File: src/rtl/spi_arb_pkg.sv
`timescale 1ns/1ps
package spi_arb_pkg;

    typedef enum logic [1:0] {
        OWN_IDLE   = 2'd0,
        OWN_SLAVE  = 2'd1,
        OWN_MASTER = 2'd2,
        OWN_ABORT  = 2'd3
    } own_state_e;

endpackage

File: src/rtl/spi_arb_fsm.sv
`timescale 1ns/1ps
module spi_arb_fsm
    import spi_arb_pkg::*;
(
    input  logic       clk,
    input  logic       rst_n,
    input  logic       slv_active,
    input  logic       mst_want,
    output own_state_e own_st,
    output logic       is_slave,
    output logic       is_master,
    output logic       abort
);

    own_state_e st_q;
    own_state_e st_d;

    // state register
    always_ff @(posedge clk or negedge rst_n) begin
        if (!rst_n) begin
            st_q <= OWN_IDLE;
        end else begin
            st_q <= st_d;
        end
    end

    // next state
    always_comb begin
        st_d = st_q;
        unique case (st_q)
            OWN_IDLE: begin
                if (slv_active) begin
                    st_d = OWN_SLAVE;
                end else if (mst_want) begin
                    st_d = OWN_MASTER;
                end
            end
            OWN_SLAVE: begin
                if (!slv_active) begin
                    st_d = OWN_IDLE;
                end
            end
            OWN_MASTER: begin
                if (slv_active) begin
                    st_d = OWN_ABORT;
                end else if (!mst_want) begin
                    st_d = OWN_IDLE;
                end
            end
            OWN_ABORT: begin
                st_d = slv_active ? OWN_SLAVE : OWN_IDLE;
            end
            default: st_d = OWN_IDLE;
        endcase
    end

    // outputs
    always_comb begin
        is_slave  = 1'b0;
        is_master = 1'b0;
        abort     = 1'b0;
        unique case (st_q)
            OWN_IDLE:   ;
            OWN_SLAVE:  is_slave  = 1'b1;
            OWN_MASTER: is_master = 1'b1;
            OWN_ABORT:  abort     = 1'b1;
            default:    ;
        endcase
    end

    assign own_st = st_q;

endmodule

File: src/rtl/spi_arb_clkgen.sv
`timescale 1ns/1ps
module spi_arb_clkgen #(
    parameter int DIV_W       = 8,
    parameter int DIV_DEFAULT = 3
) (
    input  logic             clk,
    input  logic             rst_n,
    input  logic             run,
    input  logic             user_mode,
    input  logic             div_load,
    input  logic [DIV_W-1:0] div_prog,
    output logic             mclk,
    output logic [DIV_W-1:0] div_cur
);

    localparam logic [DIV_W-1:0] DIV_RST = DIV_W'(DIV_DEFAULT);

    logic [DIV_W-1:0] cnt_q;
    logic             mclk_q;
    logic [DIV_W-1:0] div_q;
    logic             um_q;

    // half-period counter, parked low while not running
    always_ff @(posedge clk or negedge rst_n) begin
        if (!rst_n) begin
            cnt_q  <= '0;
            mclk_q <= 1'b0;
        end else if (!run) begin
            cnt_q  <= '0;
            mclk_q <= 1'b0;
        end else if (cnt_q >= div_q) begin
            cnt_q  <= '0;
            mclk_q <= ~mclk_q;
        end else begin
            cnt_q  <= cnt_q + 1'b1;
        end
    end

    // divider select: default, then programmed value while configuring
    always_ff @(posedge clk or negedge rst_n) begin
        if (!rst_n) begin
            div_q <= DIV_RST;
            um_q  <= 1'b0;
        end else begin
            um_q <= user_mode;
            if (um_q && !user_mode) begin
                div_q <= DIV_RST;
            end else if (div_load && !user_mode) begin
                div_q <= div_prog;
            end
        end
    end

    assign mclk    = mclk_q;
    assign div_cur = div_q;

endmodule

File: src/rtl/spi_arb_pinmux.sv
`timescale 1ns/1ps
module spi_arb_pinmux (
    input  logic user_mode,
    input  logic slv_en,
    input  logic mst_en,
    input  logic slave_on,
    input  logic grant,
    input  logic mclk,
    input  logic mst_mosi,
    input  logic slv_miso,
    input  logic sck_i,
    input  logic si_i,
    input  logic so_i,
    output logic sck_o,
    output logic sck_oe,
    output logic si_o,
    output logic si_oe,
    output logic so_o,
    output logic so_oe,
    output logic cs_o,
    output logic cs_oe,
    output logic mst_miso,
    output logic slv_sck,
    output logic slv_mosi,
    output logic rel_shared,
    output logic rel_sn,
    output logic rel_cs
);

    always_comb begin
        // master-driven pins
        sck_oe   = grant;
        sck_o    = grant & mclk;
        si_oe    = grant;
        si_o     = grant & mst_mosi;
        cs_oe    = grant;
        cs_o     = ~grant;
        mst_miso = grant & so_i;
        // slave-driven pins
        so_oe    = slave_on;
        so_o     = slave_on & slv_miso;
        slv_sck  = slave_on & sck_i;
        slv_mosi = slave_on & si_i;
        // release to general-purpose use
        rel_sn     = user_mode & ~slv_en;
        rel_cs     = user_mode & ~mst_en;
        rel_shared = user_mode & ~slv_en & ~mst_en;
    end

endmodule

File: src/rtl/spi_pin_arbiter.sv
`timescale 1ns/1ps
module spi_pin_arbiter
    import spi_arb_pkg::*;
#(
    parameter int DIV_W       = 8,
    parameter int DIV_DEFAULT = 3
) (
    input  logic             clk,
    input  logic             rst_n,
    input  logic             user_mode,
    input  logic             slv_en,
    input  logic             mst_en,
    input  logic             sn_i,
    input  logic             mst_req,
    input  logic             mst_done,
    input  logic             mst_mosi,
    output logic             mst_miso,
    output logic             mst_grant,
    output logic             mst_abort,
    input  logic             div_load,
    input  logic [DIV_W-1:0] div_prog,
    output logic [DIV_W-1:0] div_cur,
    input  logic             slv_miso,
    output logic             slv_sel,
    output logic             slv_sck,
    output logic             slv_mosi,
    input  logic             sck_i,
    output logic             sck_o,
    output logic             sck_oe,
    input  logic             si_i,
    output logic             si_o,
    output logic             si_oe,
    input  logic             so_i,
    output logic             so_o,
    output logic             so_oe,
    output logic             cs_o,
    output logic             cs_oe,
    output logic             rel_shared,
    output logic             rel_sn,
    output logic             rel_cs
);

    logic       slv_allow;
    logic       mst_allow;
    logic       slv_active;
    logic       mst_want;
    logic       is_slave;
    logic       is_master;
    logic       grant;
    logic       slave_on;
    logic       mclk;
    own_state_e own_st;

    assign slv_allow  = ~user_mode | slv_en;
    assign mst_allow  = ~user_mode | mst_en;
    assign slv_active = ~sn_i & slv_allow;
    assign mst_want   = mst_req & mst_allow & ~mst_done;

    spi_arb_fsm u_fsm (
        .clk        (clk),
        .rst_n      (rst_n),
        .slv_active (slv_active),
        .mst_want   (mst_want),
        .own_st     (own_st),
        .is_slave   (is_slave),
        .is_master  (is_master),
        .abort      (mst_abort)
    );

    // the live select overrides the master drivers in the same cycle
    assign grant    = is_master & ~slv_active & mst_allow;
    assign slave_on = is_slave & slv_allow;

    spi_arb_clkgen #(
        .DIV_W       (DIV_W),
        .DIV_DEFAULT (DIV_DEFAULT)
    ) u_clkgen (
        .clk       (clk),
        .rst_n     (rst_n),
        .run       (grant),
        .user_mode (user_mode),
        .div_load  (div_load),
        .div_prog  (div_prog),
        .mclk      (mclk),
        .div_cur   (div_cur)
    );

    spi_arb_pinmux u_pinmux (
        .user_mode  (user_mode),
        .slv_en     (slv_en),
        .mst_en     (mst_en),
        .slave_on   (slave_on),
        .grant      (grant),
        .mclk       (mclk),
        .mst_mosi   (mst_mosi),
        .slv_miso   (slv_miso),
        .sck_i      (sck_i),
        .si_i       (si_i),
        .so_i       (so_i),
        .sck_o      (sck_o),
        .sck_oe     (sck_oe),
        .si_o       (si_o),
        .si_oe      (si_oe),
        .so_o       (so_o),
        .so_oe      (so_oe),
        .cs_o       (cs_o),
        .cs_oe      (cs_oe),
        .mst_miso   (mst_miso),
        .slv_sck    (slv_sck),
        .slv_mosi   (slv_mosi),
        .rel_shared (rel_shared),
        .rel_sn     (rel_sn),
        .rel_cs     (rel_cs)
    );

    assign mst_grant = grant;
    assign slv_sel   = slave_on;

endmodule

File: config.mk
export PLATFORM = sky130hd
export DESIGN_NAME = spi_pin_arbiter
export DESIGN_NICKNAME = d
export VERILOG_FILES = /design/src/rtl/spi_arb_pkg.sv /design/src/rtl/spi_arb_fsm.sv /design/src/rtl/spi_arb_clkgen.sv /design/src/rtl/spi_arb_pinmux.sv /design/src/rtl/spi_pin_arbiter.sv
export SDC_FILE = /design/constraint.sdc
export NUM_CORES = 1
export LEC_CHECK = 0
export CAP_MARGIN = 20
export CORE_MARGIN = 3
export CORE_UTILIZATION = 45
export CTS_BUF_LIST = sky130_fd_sc_hd__clkbuf_16
export CTS_CLUSTER_DIAMETER = 30
export DETAILED_ROUTE_END_ITERATION = 12
export HOLD_SLACK_MARGIN = 0.03
export PLACE_DENSITY_LB_ADDON = 0.08
export SLEW_MARGIN = 25
export SYNTH_ARGS = -nofsm -noshare
export SYNTH_HDL_FRONTEND = slang
export SYNTH_SLANG_ARGS = --single-unit
File: constraint.sdc
create_clock -name clk -period 3.5 [get_ports clk]
set_input_delay 0.525 -clock clk [delete_from_list [all_inputs] [get_ports clk]]
set_output_delay 0.525 -clock clk [all_outputs]
set_load 0.02 [all_outputs]
Word level (Yosys, flattened, before mapping):

Index checks and enable logic that the tools add are counted.
Widths: inputs -> output; s select.

* add/sub/neg operators: 1
* magnitude comparators: 1
* equal/unequal tests: 7
* muxes and demuxes: 16
* bitwise operators: 25
* reductions and logical operators: 6

Operators with widths (number)
* $mux 8: 4
* $and 1x1->1: 15
* $mux 2: 5
* $add 8x1->8 const B: 1
* $ge 8x8->1: 1
* $not 1->1: 8
* $pmux 2 s4: 1
* $mux 1: 6
* $eq 2x2->1 const B: 2
* $ne 2x2->1 const B: 2
* $ne 3x2->1 const B: 1
* $ne 3x3->1 const B: 1
* $reduce_and 3->1: 1
* $eq 2x1->1 const B: 1
* $logic_and 1x1->1: 2
* $logic_not 2->1: 1
* $or 1x1->1: 2
* $reduce_bool 2->1: 1
* $logic_not 1->1: 1

* register bits after elaboration: 20
* input port bits: 22
* output and inout port bits: 25

Depth between registers and ports, before layout:

Gate-level depths: netlist of the first run.

* depth after elaboration: 7
* depth in mapped cells: 7
* mapped depth without buffers: 7

Modules after synthesis:

Synthesis of the first run repeated with hierarchy kept, for this count alone.

* cells, all modules: 127
* area, all modules: 1216.2 um^2

By module, submodules not included
* spi_arb_clkgen: times used 1, cells an instance 98, area an instance 980.9 um^2, seq. area each 452.9 um^2
* spi_arb_pinmux: times used 1, cells an instance 14, area an instance 96.3 um^2, seq. area each 0.0 um^2
* spi_arb_fsm: times used 1, cells an instance 8, area an instance 86.3 um^2, seq. area each 50.0 um^2
* spi_pin_arbiter: times used 1, cells an instance 7, area an instance 52.6 um^2, seq. area each 0.0 um^2

Worst setup path before layout of the first run:

No wires, ideal clock.

* path kind: input-to-output
* start point: in user_mode
* end point: out mst_miso
* arrival: 1.693 ns
* data required time: 2.975 ns
* slack: 1.282 ns
* stages: 5
* cells stage by stage: nor2b_4 -> nor2_2 -> or4b_4 -> clkinv_4 -> and2_2

* longest elaborated chain between the ends: 7
* elaborated cells on any way between the ends: 8

Ends and longest elaborated chain
* from (decl): RTL line spi_pin_arbiter.sv:10 `input logic user_mode,`
* $not 1->1 *: RTL line spi_pin_arbiter.sv:54, spi_pin_arbiter.sv:55
* $or 1x1->1: RTL line spi_pin_arbiter.sv:54 `assign slv_allow = ~user_mode | slv_en;`
* $and 1x1->1: RTL line spi_pin_arbiter.sv:56 `assign slv_active = ~sn_i & slv_allow;`
* $not 1->1: RTL line spi_pin_arbiter.sv:71 `assign grant = is_master & ~slv_active & mst_allow;`
* $and 1x1->1: RTL line spi_pin_arbiter.sv:71
* $and 1x1->1 *: RTL line spi_pin_arbiter.sv:71
* net cs_oe: RTL line spi_pin_arbiter.sv:37 `output logic cs_oe,`
* $and 1x1->1 *: RTL line spi_arb_pinmux.sv:38 `mst_miso = grant & so_i;`
* to (decl): RTL line spi_pin_arbiter.sv:17 `output logic mst_miso,`

Mark *: on every way through the listed nets, which the timed path passes. The rest lies on a longest branch.

Final worst setup path of the first run:

* start point: in user_mode
* end point: out si_o

* longest elaborated chain between the ends: 7
* elaborated cells on any way between the ends: 8

Ends and longest elaborated chain
* $not 1->1 *: RTL line spi_pin_arbiter.sv:54, spi_pin_arbiter.sv:55
* $or 1x1->1: RTL line spi_pin_arbiter.sv:54
* $and 1x1->1: RTL line spi_pin_arbiter.sv:56
* $not 1->1: RTL line spi_pin_arbiter.sv:71
* $and 1x1->1: RTL line spi_pin_arbiter.sv:71
* $and 1x1->1 *: RTL line spi_pin_arbiter.sv:71
* $and 1x1->1 *: RTL line spi_arb_pinmux.sv:35 `si_o = grant & mst_mosi;`
* to (decl): RTL line spi_pin_arbiter.sv:31 `output logic si_o,`

Mark *: on every way between the ends. The rest lies on a longest branch, timed or not.

==> key figures, run 1 <==
Final layout
  • Final design utilization: 74.0%
  • Layout net count: 187
  • Share of layout cells above drive strength 1: 11.0%
  • ANT cells: 0
  • Commonest non-fill, non-tap cell in the layout: clkdlybuf4s50_1
  • Non-filler cells, final: ~180
  • Fin area: between 0.0015 and 0.002 mm²
  • Most frequent cells in the layout: clkdlybuf4s50_1 (45), dfrtp_1 (18), inv_1 (13), nor2_1 (12), ha_1 (9)
  • Area Overhead vs Synth: 49.9%

Clocking
  • Hold Buf Count CTS: 0
  • Worst-path clk slew: around 60 ps
  • CTS Buf Count: 3
  • # resized after CTS: 0
  • H-tree lvl count: 1
  • CTS max path bufs: 2
  • Root Driver: clkbuf_16
  • CTS Sinks: 20
  • Skew-Pair Late Insertion Delay: approximately 250 ps
  • CTS tree: done
  • Number of setup buffers added after CTS: 0

Placement
  • Placer Congestion: 0.790
  • Cell area after placement: roughly 0.0016 mm²
  • PortBufs: 46
  • HPWL Detailed: 2160 µm
  • Cells after DPL: 179

Routing
  • Routed WL per cell: 14.8 µm
  • TritonRoute pass-1 iters: 4
  • Drt initial violations: 19
  • Drt drc: 0
  • Routed via count: 971
  • Post-route ant nets: 0
  • DR vias/cell: 5.31
  • Total wire length: 2710 µm

STA
  • Slew headroom: 49.8%
  • RSZ-0062 raised after global routing: false
  • Final setup fails: 0
  • Clock period minus worst slack: ~3200 ps
  • Pins Over Slew Limit: 0
  • Final hold violation count: 0
  • Setup TNS: 0 ps
  • Clock skew: 5.41 ps
  • Slew @ Worst Pin: 752 ps
  • Tcrit/Tclk final: 90.9%
  • FMAX: roughly 0.31 GHz

Critical path
  • Worst Path Required: a little under 3000 ps
  • R2R depth: 7
  • Setup crit end kind: primary output
  • Critical R2R Capture: u_clkgen.mclk
  • Critical Path Max Stage Delay: slightly below 600 ps
  • Worst EP arrival: 2660 ps
  • Slowest stage cell, crit path: clkdlybuf4s50_1
  • Critical path buffer and inverter count: 3
  • Critical R2R Launch: u_clkgen.cnt_q[0]
  • R2R setup slack: 1270 ps
  • Crit path max-delay family: buffers and inverters
  • Cell Chain, Critical Path: clkdlybuf4s50_1 > nor2b_4 > nor2_2 > or4b_4 > clkinv_4 > and2_2 > clkdlybuf4s50_1
  • Worst path most repeated cell: clkdlybuf4s50_1
  • Startpoint types: primary input
  • Kind of critical path: in2out
  • Maximum net fanout on the critical path: 8

Synth
  • Synth top area share: approximately 40%
  • Synth Warn #: 0
  • Ranking of synthesized cells by area: dfrtp_1 (40%), ha_1 (9.9%), dfstp_2 (4.6%), inv_1 (4.3%), nor2_1 (4.0%)
  • Synth Area in Compound Gates: 10.9%
  • Cell accounting for the most synthesized area: dfrtp_1
  • Post-synth cell types: 34
  • Post-Synth Adder-Cell Area: 9.93%
  • Synthesized area: around 0.0011 mm²
  • Post-Synth XOR/XNOR Area: 4.64%
  • Avg Cell Area, Syn: 10.4 µm²
  • Synth Area in Simple Gates: between 20% and 30%
  • Fraction of synthesized area in multiplexers: roughly 1.3%
  • Sequential share of the synthesized area: 44.4%
  • Post-Syn Instances: 109
  • Synthesis-stage register bit count: 20
  • Post-synth net total: between 100 and 150
  • Largest family of logic cells by synthesized area: simple AND/OR/NAND/NOR gates

Power
  • Pwr dens: 404 mW/mm²
  • Worst IR Drop VDD: 300 µV
  • Seq pwr share: a little under two fifths
  • Power, Total: 0.000686 W
  • Sw frac: 22.3%
  • Int Pwr: 0.000534 W
  • Clock share of power: between 40% and 50%
  • Pleak: 0.755 nW
  • Logic gate share of total power: 17.4%
  • Psw: 0.000153 W

Global route
  • Initial antenna violation count: 0
  • Largest net degree at the start of global routing: 21
  • All-layer global routing usage: a little under a fifth
  • Gr ovfl total: 0
  • Vias in the first global route: 1,033
  • First-pass GRT wire length: 4780 µm

Floorplanning
  • Initial core utilization: 49.3%
  • I/O pins: between 40 and 50
  • Chip height: 56.2 µm
  • Floorplan Core Area: roughly 0.0023 mm²
  • Die area: 0.00316 mm²
  • Row Count: 17
  • Die X-Extent: 56.2 µm

Hold path
  • HP Class: in2async

Status
  • Status: finished clean

Job
  • # Max-Cap Violations: 0
[logic make-up (layout without fill, tap and decap cells)]
kind of cell / after synthesis / count (layout)
AND/OR/NAND/NOR: 38 / 38
flip-flops: 20 / 20
buffers and inverters: 18 / 64
AO/OA/AOI/OAI: 17 / 17
adder cells (fa/ha/maj): 9 / 9
XOR/XNOR: 6 / 6
multiplexers: 1 / 1
[power groups by stage]
stage	combinational [W]	sequential (W)	clock [W]
floorplan	0.0000458	0.000265	0
global placement	0.000118	0.000256	0
detailed placement	0.000121	0.000257	0
CTS	0.000121	0.000253	0.000318
global route	0.000129	0.000255	0.000329
finish	0.000119	0.000253	0.000315
[sequential cells by signal, indices dropped and copies added, names as in the netlist]
register	count
u_clkgen.cnt_q	8
u_clkgen.div_cur	8
u_fsm.own_st	2
u_clkgen.mclk	1
u_clkgen.um_q	1
[cells in the mapped netlist]
cell	instances
or4b_4	1
a2111oi_0	1
a211o_1	1
nor2_2	2
buf_4	4
a31oi_1	2
nor3_1	1
and2_2	3
nor2_1	12
clkinv_4	1
nand3_1	5
a22o_1	5
dfrtp_1	18
nor4b_1	1
nand4_1	2
o22ai_1	1
a21o_1	1
a21oi_1	2
nor2b_4	1
and3_1	2
xnor2_1	1
dfstp_2	2
nor3b_1	2
and2_1	4
nand4_4	1
a22oi_1	1
nand2b_1	1
ha_1	9
o21ai_0	1
o21ai_1	1
o22a_1	1
mux2_4	1
xor2_1	5
inv_1	13
[worst max path at each step]
stage / cells past startpoint / slack (ps) / endpoint / startpoint
floorplan: 5 / 1280 / mst_miso / user_mode
global placement: 7 / 360 / sck_o / user_mode
detailed placement: 7 / 300 / si_o / user_mode
CTS: 7 / 300 / si_o / user_mode
global route: 7 / 200 / mst_miso / user_mode
finish: 7 / 320 / si_o / user_mode
[stage by stage]
| stage | hold WS [ps] | worst slack, ps |
|---|---|---|
| after global placement | 470 | 357 |
| after global routing | 257 | 199 |
| after detailed placement | 467 | 298 |
| after CTS | 486 | 297 |
| final | 213 | 319 |
| after floorplan | 229 | 1280 |
[cell type report]
| cell class | instances | area, µm² |
|---|---|---|
| Sequential cell | 20 | 503 |
| Multi-Input combinational cell | 71 | 543 |
| Inverter | 14 | 57.6 |
| Tap cell | 28 | 35.0 |
| Clock inverter | 1 | 30.0 |
| Timing Repair Buffer | 46 | 455 |
| Clock buffer | 3 | 75.1 |
| Fill cell | 169 | 598 |
[per-layer routing]
layer  vias up  global-route usage (%)  share of wire (%)
li1        467                       -                  -
met1       469                    23.0                 42
met2        31                    31.6                 51
met3         4                    4.87                5.9
met4         0                    6.10                1.0
met5         -                       0                  0
No activity file was read; power rests on OpenSTA's default activity.
==> inputs of run 2 (changes only) <==
- CORE_UTILIZATION: 45 -> 65
- DONT_BUFFER_PORTS: unset -> 1
==> run 2 against run 1 <==
  * Worst hold slack worse by 100 ps
  * Sequential power is 4% higher
  * Die area is 28% lower
  * Critical path depth is 1 lower
  * Core utilization is 3.4 points higher
  * Wire length is 23% lower
  * Combinational power is 53% lower
  * Critical path type is now reg2reg
  * Critical endpoint is now u_clkgen.mclk
  * Largest power group is now sequential cells
  * Highest routed layer unchanged
==> key figures, run 2 (synthesis results as in run 1) <==
STA
  • Tcrit/Tclk final: 68.2% (was 90.9%)
  • Setup TNS: 0 ps (unchanged)
  • Slew @ Worst Pin: 776 ps (was 752 ps)
  • Slew headroom: 48.1% (was 49.8%)
  • Pins Over Slew Limit: 0 (unchanged)
  • FMAX: 0.419 GHz (was 0.314 GHz)
  • Final hold violation count: 0 (unchanged)
  • Final setup fails: 0 (unchanged)
  • Final setup slack of the worst path: 1110 ps (was 319 ps)
  • Clock period minus worst slack: 2390 ps (was 3180 ps)
  • Final hold slack: 113 ps (was 213 ps)
  • Clock skew: 0.964 ps (was 5.41 ps)
  • RSZ-0062 raised after global routing: false (unchanged)

Placement
  • Cells after DPL: 122 (was 179)
  • PortBufs: 0 (was 46)
  • Place WS: 1110 ps (was 298 ps)
  • Cell area after placement: 0.00113 mm² (was 0.00160 mm²)
  • HPWL Detailed: 1630 µm (was 2160 µm)
  • Placer Congestion: 0.788 (was 0.790)

Critical path
  • Startpoint types: flop (was primary input)
  • Critical R2R Launch: u_clkgen.div_cur[0] (was u_clkgen.cnt_q[0])
  • R2R setup slack: 1110 ps (was 1270 ps)
  • R2R depth: 6 (was 7)
  • Setup crit end kind: flop (was primary output)
  • Worst EP arrival: 2520 ps (was 2660 ps)
  • Slowest stage cell, crit path: dfstp_2 (was clkdlybuf4s50_1)
  • Critical R2R Capture: u_clkgen.mclk (unchanged)
  • Worst Path Required: 3640 ps (was 2970 ps)
  • Kind of critical path: reg2reg (was in2out)
  • Critical path buffer and inverter count: 0 (was 3)
  • Crit path max-delay family: compound AO/OA/AOI/OAI gates (was buffers and inverters)
  • Critical Path Max Stage Delay: 620 ps (was 590 ps)
  • Maximum net fanout on the critical path: 9 (was 8)
  • Count of cell instances traversed by the critical path: 6 (was 7)
  • Cell Chain, Critical Path: ha_1 > nand2b_1 > a2111oi_0 > a211o_1 > nand4_4 > mux2_4 (was clkdlybuf4s50_1 > nor2b_4 > nor2_2 > or4b_4 > clkinv_4 > and2_2 > clkdlybuf4s50_1)

Global route
  • Initial antenna violation count: 0 (unchanged)
  • All-layer global routing usage: 21.1% (was 18.7%)
  • Gr ovfl total: 0 (unchanged)
  • First-pass GRT wire length: 3170 µm (was 4780 µm)
  • Vias in the first global route: 701 (was 1,033)
  • Largest net degree at the start of global routing: 19 (was 21)

Power
  • Pleak: 0.579 nW (was 0.755 nW)
  • Pwr dens: 453 mW/mm² (was 404 mW/mm²)
  • Worst IR Drop VDD: 424 µV (was 300 µV)

Final layout
  • Commonest non-fill, non-tap cell in the layout: dfrtp_1 (was clkdlybuf4s50_1)
  • Area Overhead vs Synth: 7.62% (was 49.9%)
  • ANT cells: 0 (unchanged)
  • Share of layout cells above drive strength 1: 14.4% (was 11.0%)
  • Layout net count: 143 (was 187)
  • Most frequent cells in the layout: dfrtp_1 (18), inv_1 (13), nor2_1 (12), ha_1 (9) (was clkdlybuf4s50_1 (45), dfrtp_1 (18), inv_1 (13), nor2_1 (12), ha_1 (9))
  • Fin area: 0.00122 mm² (was 0.00170 mm²)
  • Non-filler cells, final: 127 (was 183)

Clocking
  • CTS Sinks: 20 (unchanged)
  • Skew-Pair Late Insertion Delay: 250 ps (about the same)
  • CTS Buf Count: 3 (unchanged)
  • Worst-path clk slew: 50 ps (was 60 ps)
  • CTS max path bufs: 2 (unchanged)
  • CTS tree: done (unchanged)
  • Hold Buf Count CTS: 1 (was 0)
  • # resized after CTS: 0 (unchanged)
  • H-tree lvl count: 1 (unchanged)
  • Root Driver: clkbuf_16 (unchanged)
  • Number of setup buffers added after CTS: 0 (unchanged)

Routing
  • DR vias/cell: 6.31 (was 5.31)
  • Routed via count: 801 (was 971)
  • Routed WL per cell: 16.5 µm (was 14.8 µm)
  • Post-route ant nets: 0 (unchanged)
  • TritonRoute pass-1 iters: 5 (was 4)
  • Total wire length: 2100 µm (was 2710 µm)
  • Drt initial violations: 8 (was 19)
  • Drt drc: 0 (unchanged)

Floorplanning
  • I/O pins: 47 (unchanged)
  • Die X-Extent: 47.8 µm (was 56.2 µm)
  • Initial core utilization: 71.9% (was 49.3%)
  • Floorplan Core Area: 0.00158 mm² (was 0.00230 mm²)
  • Row Count: 14 (was 17)
  • Chip height: 47.8 µm (was 56.2 µm)
  • Die area: 0.00228 mm² (was 0.00316 mm²)

Job
  • # Max-Cap Violations: 0 (unchanged)

Hold path
  • HP Class: in2async (unchanged)

Status
  • Status: finished clean (unchanged)
[run 2: how the worst max path moves through the flow]
stage                         from            end  slack [ps]
2_1_floorplan            user_mode       mst_miso        1280
3_3_place_gp             user_mode       mst_miso        1140
3_5_place_dp             user_mode           si_o        1110
4_1_cts                  user_mode           si_o        1110
5_1_grt        u_clkgen.div_cur[0]  u_clkgen.mclk        1050
6_report       u_clkgen.div_cur[0]  u_clkgen.mclk        1110
[run 2: per-stage QoR]
stage	total power, W	util, %
floorplan	0.000311	-
global placement	0.000318	71.7
detailed placement	0.000320	71.7
CTS	0.000557	77.4
global route	0.000578	77.4
finish	0.000553	77.4
[run 2: power by group]
group          total (W)  leakage, nW  internal [W]  switching, W
registers       0.000264        0.264      0.000244     0.0000205
clock network   0.000233       0.0385      0.000152     0.0000808
logic          0.0000562        0.277     0.0000212     0.0000350
[run 2: cell type report]
class                           count  area, µm²
Sequential cell                    20        503
Tap cell                           16       20.0
Clock buffer                        3       75.1
Inverter                           14       57.6
Fill cell                         107        357
Clock inverter                      1       3.75
Timing Repair Buffer                2       17.5
Multi-Input combinational cell     71        543
[run 2: per-layer routing]
metal  track usage [%]  vias to the layer above  share of wire [%]
met3              4.89                        4                5.7
li1                  -                      381                  -
met4              14.5                        0                2.3
met5                 0                        -                  0
met2              31.1                       30                 50
met1              27.1                      386                 42
